File: config.mk
export PLATFORM = sky130hd
export DESIGN_NAME = pixel_run_decoder
export DESIGN_NICKNAME = d
export VERILOG_FILES = /design/src/rtl/prt_pkg.sv /design/src/rtl/prt_cmd_decode.sv /design/src/rtl/prt_run_counter.sv /design/src/rtl/prt_sequencer.sv /design/src/rtl/prt_pixel_out.sv /design/src/rtl/pixel_run_decoder.sv
export SDC_FILE = /design/constraint.sdc
export NUM_CORES = 1
export LEC_CHECK = 0
export CORE_ASPECT_RATIO = 0.9
export CORE_UTILIZATION = 51
export CTS_CLUSTER_DIAMETER = 200
export DETAILED_ROUTE_END_ITERATION = 7
export GPL_ROUTABILITY_DRIVEN = 0
export PLACE_DENSITY = 0.94
export SLEW_MARGIN = 10
export SYNTH_ARGS = -nofsm -noshare
export SYNTH_HDL_FRONTEND = slang
export SYNTH_HIERARCHICAL = 1
export SYNTH_SLANG_ARGS = --single-unit
File: constraint.sdc
create_clock -name clk -period 5.6 [get_ports clk]
set_input_delay 0.84 -clock clk [delete_from_list [all_inputs] [get_ports clk]]
set_output_delay 0.84 -clock clk [all_outputs]
set_load 0.01 [all_outputs]
File: src/rtl/prt_pkg.sv
`timescale 1ns/1ps
package prt_pkg;

  localparam int NUM_RUN_CODES = 8;
  localparam int MAX_RUN       = 32;
  localparam int CODE_WFRAME   = 8;
  localparam int CODE_WLINE    = 9;

  typedef enum logic [1:0] {
    TK_RUN    = 2'd0,
    TK_WFRAME = 2'd1,
    TK_WLINE  = 2'd2
  } tok_kind_e;

  typedef enum logic [1:0] {
    SQ_RUN    = 2'd0,
    SQ_WFRAME = 2'd1,
    SQ_WLINE  = 2'd2
  } seq_state_e;

  // Pixel count held by each run code; the order is the code value.
  function automatic int unsigned run_pixels(input int unsigned code);
    case (code)
      0:       return 1;
      1:       return 2;
      2:       return 4;
      3:       return 7;
      4:       return 8;
      5:       return 14;
      6:       return 16;
      7:       return 32;
      default: return 1;
    endcase
  endfunction

endpackage

File: src/rtl/prt_cmd_decode.sv
`timescale 1ns/1ps
module prt_cmd_decode
  import prt_pkg::*;
#(
  parameter int CMD_W = 7,
  parameter int CNT_W = 6
) (
  input  logic [CMD_W-1:0] cmd,
  output tok_kind_e        kind,
  output logic [CNT_W-1:0] len
);

  localparam int IDX_W = $clog2(NUM_RUN_CODES);

  logic [CNT_W-1:0] lut [NUM_RUN_CODES];

  for (genvar g = 0; g < NUM_RUN_CODES; g++) begin : g_lut
    assign lut[g] = CNT_W'(run_pixels(g));
  end

  always_comb begin
    kind = TK_RUN;
    len  = CNT_W'(1);
    if (cmd < CMD_W'(NUM_RUN_CODES)) begin
      len = lut[cmd[IDX_W-1:0]];
    end else if (cmd == CMD_W'(CODE_WFRAME)) begin
      kind = TK_WFRAME;
    end else if (cmd == CMD_W'(CODE_WLINE)) begin
      kind = TK_WLINE;
    end
  end

endmodule

File: src/rtl/prt_run_counter.sv
`timescale 1ns/1ps
module prt_run_counter #(
  parameter int CNT_W = 6
) (
  input  logic             clk,
  input  logic             rst_n,
  input  logic             load,
  input  logic [CNT_W-1:0] load_val,
  input  logic             dec,
  output logic             last
);

  logic [CNT_W-1:0] cnt_q, cnt_d;

  always_comb begin
    cnt_d = cnt_q;
    if (load)     cnt_d = load_val;
    else if (dec) cnt_d = cnt_q - CNT_W'(1);
  end

  always_ff @(posedge clk or negedge rst_n) begin
    if (!rst_n) cnt_q <= CNT_W'(1);
    else        cnt_q <= cnt_d;
  end

  assign last = (cnt_q == CNT_W'(1));


  cnt_nonzero_chk: assert property (@(posedge clk) disable iff (!rst_n)
    cnt_q != '0);


  dec_not_at_last_chk: assert property (@(posedge clk) disable iff (!rst_n)
    dec |-> !last);

endmodule

File: src/rtl/prt_sequencer.sv
`timescale 1ns/1ps
module prt_sequencer
  import prt_pkg::*;
(
  input  logic      clk,
  input  logic      rst_n,
  input  logic      pix_en,
  input  logic      last,
  input  logic      tok_valid,
  input  tok_kind_e kind,
  input  logic      frame_mark,
  input  logic      line_mark,
  output logic      accept,
  output logic      starve,
  output logic      dec,
  output logic      load,
  output logic      load_run
);

  seq_state_e st_q, st_d;
  logic       fetch_slot;
  logic       release_line;

  always_comb begin
    fetch_slot   = pix_en && (st_q == SQ_RUN) && last;
    accept       = fetch_slot && tok_valid;
    starve       = fetch_slot && !tok_valid;
    dec          = pix_en && (st_q == SQ_RUN) && !last;
    release_line = (st_q == SQ_WLINE) && line_mark;
    load         = accept || release_line;
    load_run     = accept && (kind == TK_RUN);
  end

  always_comb begin
    st_d = st_q;
    unique case (st_q)
      SQ_RUN: begin
        if (accept) begin
          if (kind == TK_WFRAME)     st_d = SQ_WFRAME;
          else if (kind == TK_WLINE) st_d = SQ_WLINE;
        end
      end
      SQ_WFRAME: if (frame_mark) st_d = SQ_WLINE;
      SQ_WLINE:  if (line_mark)  st_d = SQ_RUN;
      default:   st_d = SQ_WFRAME;
    endcase
  end

  always_ff @(posedge clk or negedge rst_n) begin
    if (!rst_n) st_q <= SQ_WFRAME;
    else        st_q <= st_d;
  end


  wframe_no_direct_run_chk: assert property (@(posedge clk) disable iff (!rst_n)
    (st_q == SQ_WFRAME) |=> (st_q != SQ_RUN));


  no_fetch_while_waiting_chk: assert property (@(posedge clk) disable iff (!rst_n)
    (st_q != SQ_RUN) |-> !(accept || starve || dec));

endmodule

File: src/rtl/prt_pixel_out.sv
`timescale 1ns/1ps
module prt_pixel_out #(
  parameter int COLOR_W = 9
) (
  input  logic               clk,
  input  logic               rst_n,
  input  logic               pix_en,
  input  logic               accept,
  input  logic               starve,
  input  logic [COLOR_W-1:0] colour,
  output logic [COLOR_W-1:0] rgb,
  output logic               underflow
);

  logic [COLOR_W-1:0] rgb_q, rgb_d;
  logic               und_q, und_d;

  always_comb begin
    rgb_d = rgb_q;
    if (accept)      rgb_d = colour;
    else if (starve) rgb_d = '0;
    und_d = und_q || starve;
  end

  always_ff @(posedge clk or negedge rst_n) begin
    if (!rst_n) begin
      rgb_q <= '0;
      und_q <= 1'b0;
    end else begin
      rgb_q <= rgb_d;
      und_q <= und_d;
    end
  end

  assign rgb       = rgb_q;
  assign underflow = und_q;


  rgb_pixel_boundary_chk: assert property (@(posedge clk) disable iff (!rst_n)
    !pix_en |=> $stable(rgb_q));


  underflow_sticky_chk: assert property (@(posedge clk) disable iff (!rst_n)
    und_q |=> und_q);

endmodule

File: src/rtl/pixel_run_decoder.sv
`timescale 1ns/1ps
module pixel_run_decoder
  import prt_pkg::*;
#(
  parameter int COLOR_W = 9,
  parameter int CMD_W   = 7
) (
  input  logic                       clk,
  input  logic                       rst_n,
  input  logic                       pix_en,
  input  logic                       tok_valid,
  input  logic [COLOR_W+CMD_W-1:0]   tok_data,
  output logic                       tok_ready,
  input  logic                       frame_mark,
  input  logic                       line_mark,
  output logic [COLOR_W-1:0]         rgb_out,
  output logic                       underflow
);

  localparam int TOK_W = COLOR_W + CMD_W;
  localparam int CNT_W = $clog2(MAX_RUN + 1);

  logic [COLOR_W-1:0] colour;
  logic [CMD_W-1:0]   cmd;
  tok_kind_e          kind;
  logic [CNT_W-1:0]   len;
  logic [CNT_W-1:0]   load_val;
  logic               last, accept, starve, dec, load, load_run;

  assign colour = tok_data[COLOR_W-1:0];
  assign cmd    = tok_data[TOK_W-1:COLOR_W];

  prt_cmd_decode #(.CMD_W(CMD_W), .CNT_W(CNT_W)) u_dec (
    .cmd  (cmd),
    .kind (kind),
    .len  (len)
  );

  prt_sequencer u_seq (
    .clk        (clk),
    .rst_n      (rst_n),
    .pix_en     (pix_en),
    .last       (last),
    .tok_valid  (tok_valid),
    .kind       (kind),
    .frame_mark (frame_mark),
    .line_mark  (line_mark),
    .accept     (accept),
    .starve     (starve),
    .dec        (dec),
    .load       (load),
    .load_run   (load_run)
  );

  assign load_val = load_run ? len : CNT_W'(1);

  prt_run_counter #(.CNT_W(CNT_W)) u_cnt (
    .clk      (clk),
    .rst_n    (rst_n),
    .load     (load),
    .load_val (load_val),
    .dec      (dec),
    .last     (last)
  );

  prt_pixel_out #(.COLOR_W(COLOR_W)) u_pix (
    .clk       (clk),
    .rst_n     (rst_n),
    .pix_en    (pix_en),
    .accept    (accept),
    .starve    (starve),
    .colour    (colour),
    .rgb       (rgb_out),
    .underflow (underflow)
  );

  assign tok_ready = accept;


  ready_needs_valid_chk: assert property (@(posedge clk) disable iff (!rst_n)
    tok_ready |-> (tok_valid && pix_en));


  colour_capture_chk: assert property (@(posedge clk) disable iff (!rst_n)
    tok_ready |=> (rgb_out == $past(tok_data[COLOR_W-1:0])));


  starve_blanks_chk: assert property (@(posedge clk) disable iff (!rst_n)
    $rose(underflow) |-> (rgb_out == '0));

endmodule

==> results of run 1 <==
## final timing paths
check | endpoint | slack [ns]
worst min register to register | u_pix/rgb[0] | 0.50
worst max-delay path | tok_ready | 1.89
worst min-delay path | u_pix/rgb[0] | 0.50
max in group asynchronous | u_pix/rgb[0] | 4.10
worst max register to register | u_cnt/cnt_q[5] | 3.13
min in group asynchronous | u_pix/rgb[7] | 1.00
## metal layers
layer	track usage [%]	routed length [µm]
met1	25.0	1110
met2	42.3	1400
met3	4.85	82
met4	5.26	20
met5	0	0
## worst reg2reg max path: stages, from the launching register on
cell	delay, ns
dfrtp_1	0.42
or2_2	0.32
nor4b_1	0.56
nand4_1	0.26
nor3_1	0.44
and2_1	0.23
a22oi_1	0.09
nand2_1	0.09
## cell families after synthesis
| kind of cell | share of synthesized area, % |
|---|---|
| buf+inv | 4.18 |
| xor+xnor | 3.75 |
| fa+ha+maj | 9.65 |
| compound gates | 15.6 |
| mux | 1.71 |
| simple gates | 26.3 |
| flops | 38.8 |
## power breakdown
part,total [µW],switching [µW],internal [µW],leakage [µW]
combinational,260,125,135,0.000435
sequential,227,43.7,183,0.000230
clock,62.4,37.3,25.0,0.0000138
total,549,206,343,0.000678
## sequential cells by signal, summed over array words and instances (netlist names)
signal           count
u_cnt/cnt_q          6
u_pix/rgb            9
u_pix/underflow      1
u_seq/st_q           2
## through the flow
step / instances / util (%) / setup slack (ns)
2_1_floorplan: 119 / - / 3.15
3_3_place_gp: 176 / 69.7 / 2.30
3_5_place_dp: 176 / 69.7 / 2.23
4_1_cts: 179 / 70.7 / 1.89
5_1_grt: 179 / 70.7 / 1.63
6_report: 179 / 70.7 / 1.89
## layout by cell type (no fill, tap or decap)
master,instances
o21ai_0,7
and4bb_2,1
or2b_1,1
and3_1,4
nor4b_4,1
and2_1,5
a2111o_1,1
nand4_1,1
dfrtp_1,16
a22oi_1,1
nor4_1,3
inv_1,9
nor2_1,2
o21ai_1,1
clkbuf_4,3
mux2i_1,2
or4_4,1
nor3b_1,1
o22ai_1,1
nand3b_1,1
o2bb2ai_1,1
nor3_1,1
a221oi_1,1
nand3_1,1
nand2b_1,4
a22o_2,1
nor2_8,1
dfstp_2,2
xor2_1,2
xnor2_1,3
or3_1,1
a21oi_1,4
nand2_1,14
or2_2,2
nor4b_1,1
clkdlybuf4s50_1,32
a22o_1,8
ha_1,9
nor2b_1,2
## area by class of cell
class / count / area [µm²]
multi-input combinational: 90 / 666
fill: 149 / 633
sequential: 18 / 453
timing repair buffer: 32 / 320
inverter: 9 / 33.8
tap: 27 / 33.8
clock buffer: 3 / 22.5
==> run_results.csv, run 1 <==
group,metric,value,unit
run_status,status,"finished clean",
route,vias,1015,
worst_setup_path,criticalPathCategory,"reg -> out",
final_layout,finalInstanceArea,1530,µm²
die,core_area,2160,µm²
worst_setup_path,cp.arrival,2.87,ns
synthesis,netlist.area_leader.share,34.3,%
die,die_w,52.4,µm
die,pin_count,33,
synthesis,ys_seq_area_share,38.8,%
sta,report.final.slew_viol_count,0,
synthesis,syn_nets,150,
route,drc,0,
global_route,overflow,0,
route,routedWlPerCell,14.6,µm
die,initial_utilization,54.0,%
worst_setup_path,worstPathCellList,"or2_2 > nor4b_1 > nand4_1 > inv_1 > clkdlybuf4s50_1",
synthesis,synth_ff_type,"dfrtp_1",
synthesis,synthTopCellsByArea,"dfrtp_1, ha_1, a22o_1",
synthesis,synthCells,119,
clock_network,cts_sinks,18,
synthesis,synthMostInstantiatedCell,"dfrtp_1",
clock_network,numCtsBuffers,3,
final_layout,drive_gt1_share,7.89,%
sta,fin_hold_ws,0.503,ns
hold_path,hp-class,"reg -> reg",
synthesis,ys_types,39,
die,num_rows,16,
worst_setup_path,cp-end-kind,"output pin",
die,die-area,2480,µm²
worst_setup_path,cp.required,4.76,ns
clock_network,clock-root-buffer,"clkbuf_4",
sta,final-hold-violation-count,0,
route,drt.antenna.violating_nets,0,
sta,worst-slew-pin-transition,0.796,ns
power_and_ir_drop,total_power,549,µW
clock_network,htreeDepth,1,
placed_design,hpwl,2090,µm
worst_setup_path,crit_start,"u_cnt/cnt_q[4]",
route,finalWirelength,2610,µm
worst_setup_path,slowest_stage,"clkdlybuf4s50_1",
power_and_ir_drop,p_leak,0.000678,µW
synthesis,synth_common_cells,"dfrtp_1, nand2_1, ha_1, inv_1, a22o_1",
clock_network,path_clk_slew,0.10,ns
sta,max_freq,270,MHz
global_route,grt_pass1_wl,3970,µm
synthesis,synth_area_leader_cell,"dfrtp_1",
global_route,grt_use_total,22.0,%
hold_path,min_from,"u_pix/rgb[0]",
global_route,antenna_found_initial,0,
synthesis,syn_area,1170,µm²
sta,timing.final.crit_share,66.2,%
worst_setup_path,crit_path_max_fanout,11,
synthesis,ys_ff_latch,18,
power_and_ir_drop,power.density,359,nW/µm²
clock_network,clk_path_buf_depth,2,
worst_setup_path,path_buf_inv,2,
clock_network,clock_insertion_delay_worst_skew,0.29,ns
sta,finalCriticalPeriod,3.71,ns
sta,finalClockSkew,0.00497,ns
final_layout,nNetsFinal,185,
sta,final-setup-viol-count,0,
synthesis,syn_avg_cell_area,9.81,µm²
route,drtIter0Drc,20,
sta,slew_headroom,46.7,%
clock_network,postCtsSetupBuffers,0,
sta,rsz0062_at_grt,"no",
worst_setup_path,crit_cells,5,
route,first_pass_iters,4,
worst_setup_path,worstRegToRegCells,7,
global_route,grt_pass1_vias,925,
global_route,grt_max_degree,19,
worst_setup_path,critPathLaunchType,"flop",
power_and_ir_drop,ir_drop,0.224,mV
worst_setup_path,timing.rr.start,"u_cnt/cnt_q[4]",
placed_design,io_buffers,32,
worst_setup_path,critPathTopFamily,"simple AND/OR/NAND/NOR gates",
hold_path,hold_depth,1,
synthesis,yosysWarnings,6,
route,drt-vias-per-instance,5.67,
clock_network,post_cts_resized,0,
worst_setup_path,worst_path_largest_cell_delay,0.62,ns
final_layout,syn2layout_area_growth,31.0,%
synthesis,synth_edf_count,0,
die,die_h,47.4,µm
final_layout,diodes,0,
placed_design,dpl-instance-area,1510,µm²
synthesis,postSynth.asyncResetShare,100,%
flow_run,cap_violations,0,
clock_network,cts_tree,"built",
clock_network,postCtsHoldBufs,0,
sta,fin_setup_tns,0,ns
No activity file was read; power rests on OpenSTA's default activity.
==> inputs of run 2 (changes only) <==
- CORE_UTILIZATION: 51 -> 47
- PLACE_DENSITY: 0.94 -> 0.88
- clock period: 5.6 -> 3.6 ns (I/O delays scaled with it)
==> run_results.csv, run 2 (same netlist as run 1, synthesis figures left out) <==
group,metric,value,unit
clock_network,clock-root-buffer,"clkbuf_4",
route,drc,0,
global_route,grt_pass1_wl,4200,µm
final_layout,final_common_cell,"clkdlybuf4s50_1",
hold_path,hold_depth,1,
power_and_ir_drop,ir_drop,0.434,mV
clock_network,clock_insertion_delay_worst_skew,0.29,ns
route,routedWlPerCell,14.3,µm
worst_setup_path,cp.required,3.06,ns
hold_path,min_from,"u_pix/underflow",
clock_network,postCtsHoldBufs,0,
final_layout,layout_common_cells,"clkdlybuf4s50_1, dfrtp_1, nand2_1",
clock_network,path_clk_slew,0.09,ns
clock_network,postCtsSetupBuffers,0,
flow_run,cap_violations,0,
worst_setup_path,cp.arrival,2.62,ns
route,first_pass_iters,4,
sta,finalClockSkew,0.00335,ns
power_and_ir_drop,total_power,845,µW
power_and_ir_drop,p_leak,0.000684,µW
clock_network,cts_sinks,18,
route,drt.antenna.violating_nets,0,
die,num_rows,16,
route,drt-vias-per-instance,5.53,
worst_setup_path,worstRegToRegCells,5,
route,drtIter0Drc,25,
sta,rsz0062_at_grt,"no",
final_layout,multiInputGateArea,666,µm²
die,core_area,2260,µm²
sta,worst-slew-pin-transition,0.782,ns
die,pin_count,33,
route,vias,996,
placed_design,io_buffers,32,
global_route,grt_max_degree,19,
global_route,grt_pass1_vias,941,
placed_design,dp.cells,177,
final_layout,largest_reg_flops,9,
sta,max_freq,316,MHz
hold_path,hold_end,"u_pix/underflow",
worst_setup_path,crit_path_max_fanout,11,
sta,fin_setup_tns,0,ns
worst_setup_path,reg2reg_to,"u_pix/rgb[6]",
clock_network,numCtsBuffers,3,
die,initial_utilization,51.6,%
sta,timing.final.crit_share,87.9,%
worst_setup_path,criticalPathCategory,"reg -> out",
sta,slew_headroom,47.7,%
global_route,overflow,0,
worst_setup_path,critPathLaunchType,"flop",
sta,final-hold-violation-count,0,
run_status,status,"finished clean",
final_layout,diodes,0,
sta,report.final.slew_viol_count,0,
sta,final-setup-viol-count,0,
power_and_ir_drop,power.density,550,nW/µm²
final_layout,fillers,187,
final_layout,syn2layout_area_growth,31.6,%
global_route,antenna_found_initial,0,
die,die_w,54.5,µm
worst_setup_path,reg2reg_slack,1.22,ns
worst_setup_path,timing.rr.start,"u_cnt/cnt_q[4]",
final_layout,regArea,453,µm²
clock_network,htreeDepth,1,
die,die-area,2690,µm²
final_layout,stdcell_count,180,
final_layout,final_util,67.9,%
global_route,grt_use_total,21.5,%
clock_network,cts_tree,"built",
worst_setup_path,cp-end-kind,"output pin",
die,die_h,49.3,µm
clock_network,post_cts_resized,0,
final_layout,drive_gt1_share,8.50,%
hold_path,hp-class,"reg -> reg",
sta,fin_hold_ws,0.495,ns
sta,finalCriticalPeriod,3.16,ns
clock_network,clk_path_buf_depth,2,
placed_design,hpwl,2090,µm
final_layout,nNetsFinal,186,
route,finalWirelength,2570,µm
## run 2: final cells by class
class | count | area share [%]
clock buffers | 3 | 1.47
inverters | 9 | 2.20
well taps | 27 | 2.20
multi-input cells | 90 | 43.3
repair buffers | 33 | 21.3
flip-flops and latches | 18 | 29.5
## run 2: through the flow
step / worst slack [ns] / area (µm²)
2_1_floorplan: 1.45 / 1170
3_3_place_gp: 0.861 / 1510
3_5_place_dp: 0.776 / 1510
4_1_cts: 0.453 / 1540
5_1_grt: 0.222 / 1540
6_report: 0.436 / 1540
## run 2: how the worst max path moves through the flow
stage,startpoint,end,slack (ns),depth (start not counted)
6_report,u_cnt/cnt_q[4],tok_ready,0.44,6
5_1_grt,u_cnt/cnt_q[0],tok_ready,0.22,6
2_1_floorplan,tok_data[14],u_seq/st_q[1],1.45,6
3_5_place_dp,tok_data[9],u_seq/st_q[1],0.78,8
4_1_cts,u_cnt/cnt_q[4],tok_ready,0.45,6
3_3_place_gp,u_cnt/cnt_q[4],tok_ready,0.86,6
## run 2: report_power, final
part | switching [µW] | internal [µW]
clock network | 56.7 | 38.9
registers | 72.1 | 285
logic | 184 | 209
## run 2: worst max-delay path: stages (launching register included)
cell and delay [ns]:
dfrtp_1 0.42, or2_2 0.32, nor4b_1 0.50, nand4_1 0.25, inv_1 0.09, buf_4 0.20
clkdlybuf4s50_1 0.56
## run 2: per-layer routing
layer  GRT usage, %  up-vias  wire (µm)
li1               -      492          -
met1           27.8      479       1220
met2           33.3       21       1240
met3           6.85        4         89
met4           6.84        0         14
met5              0        -          0
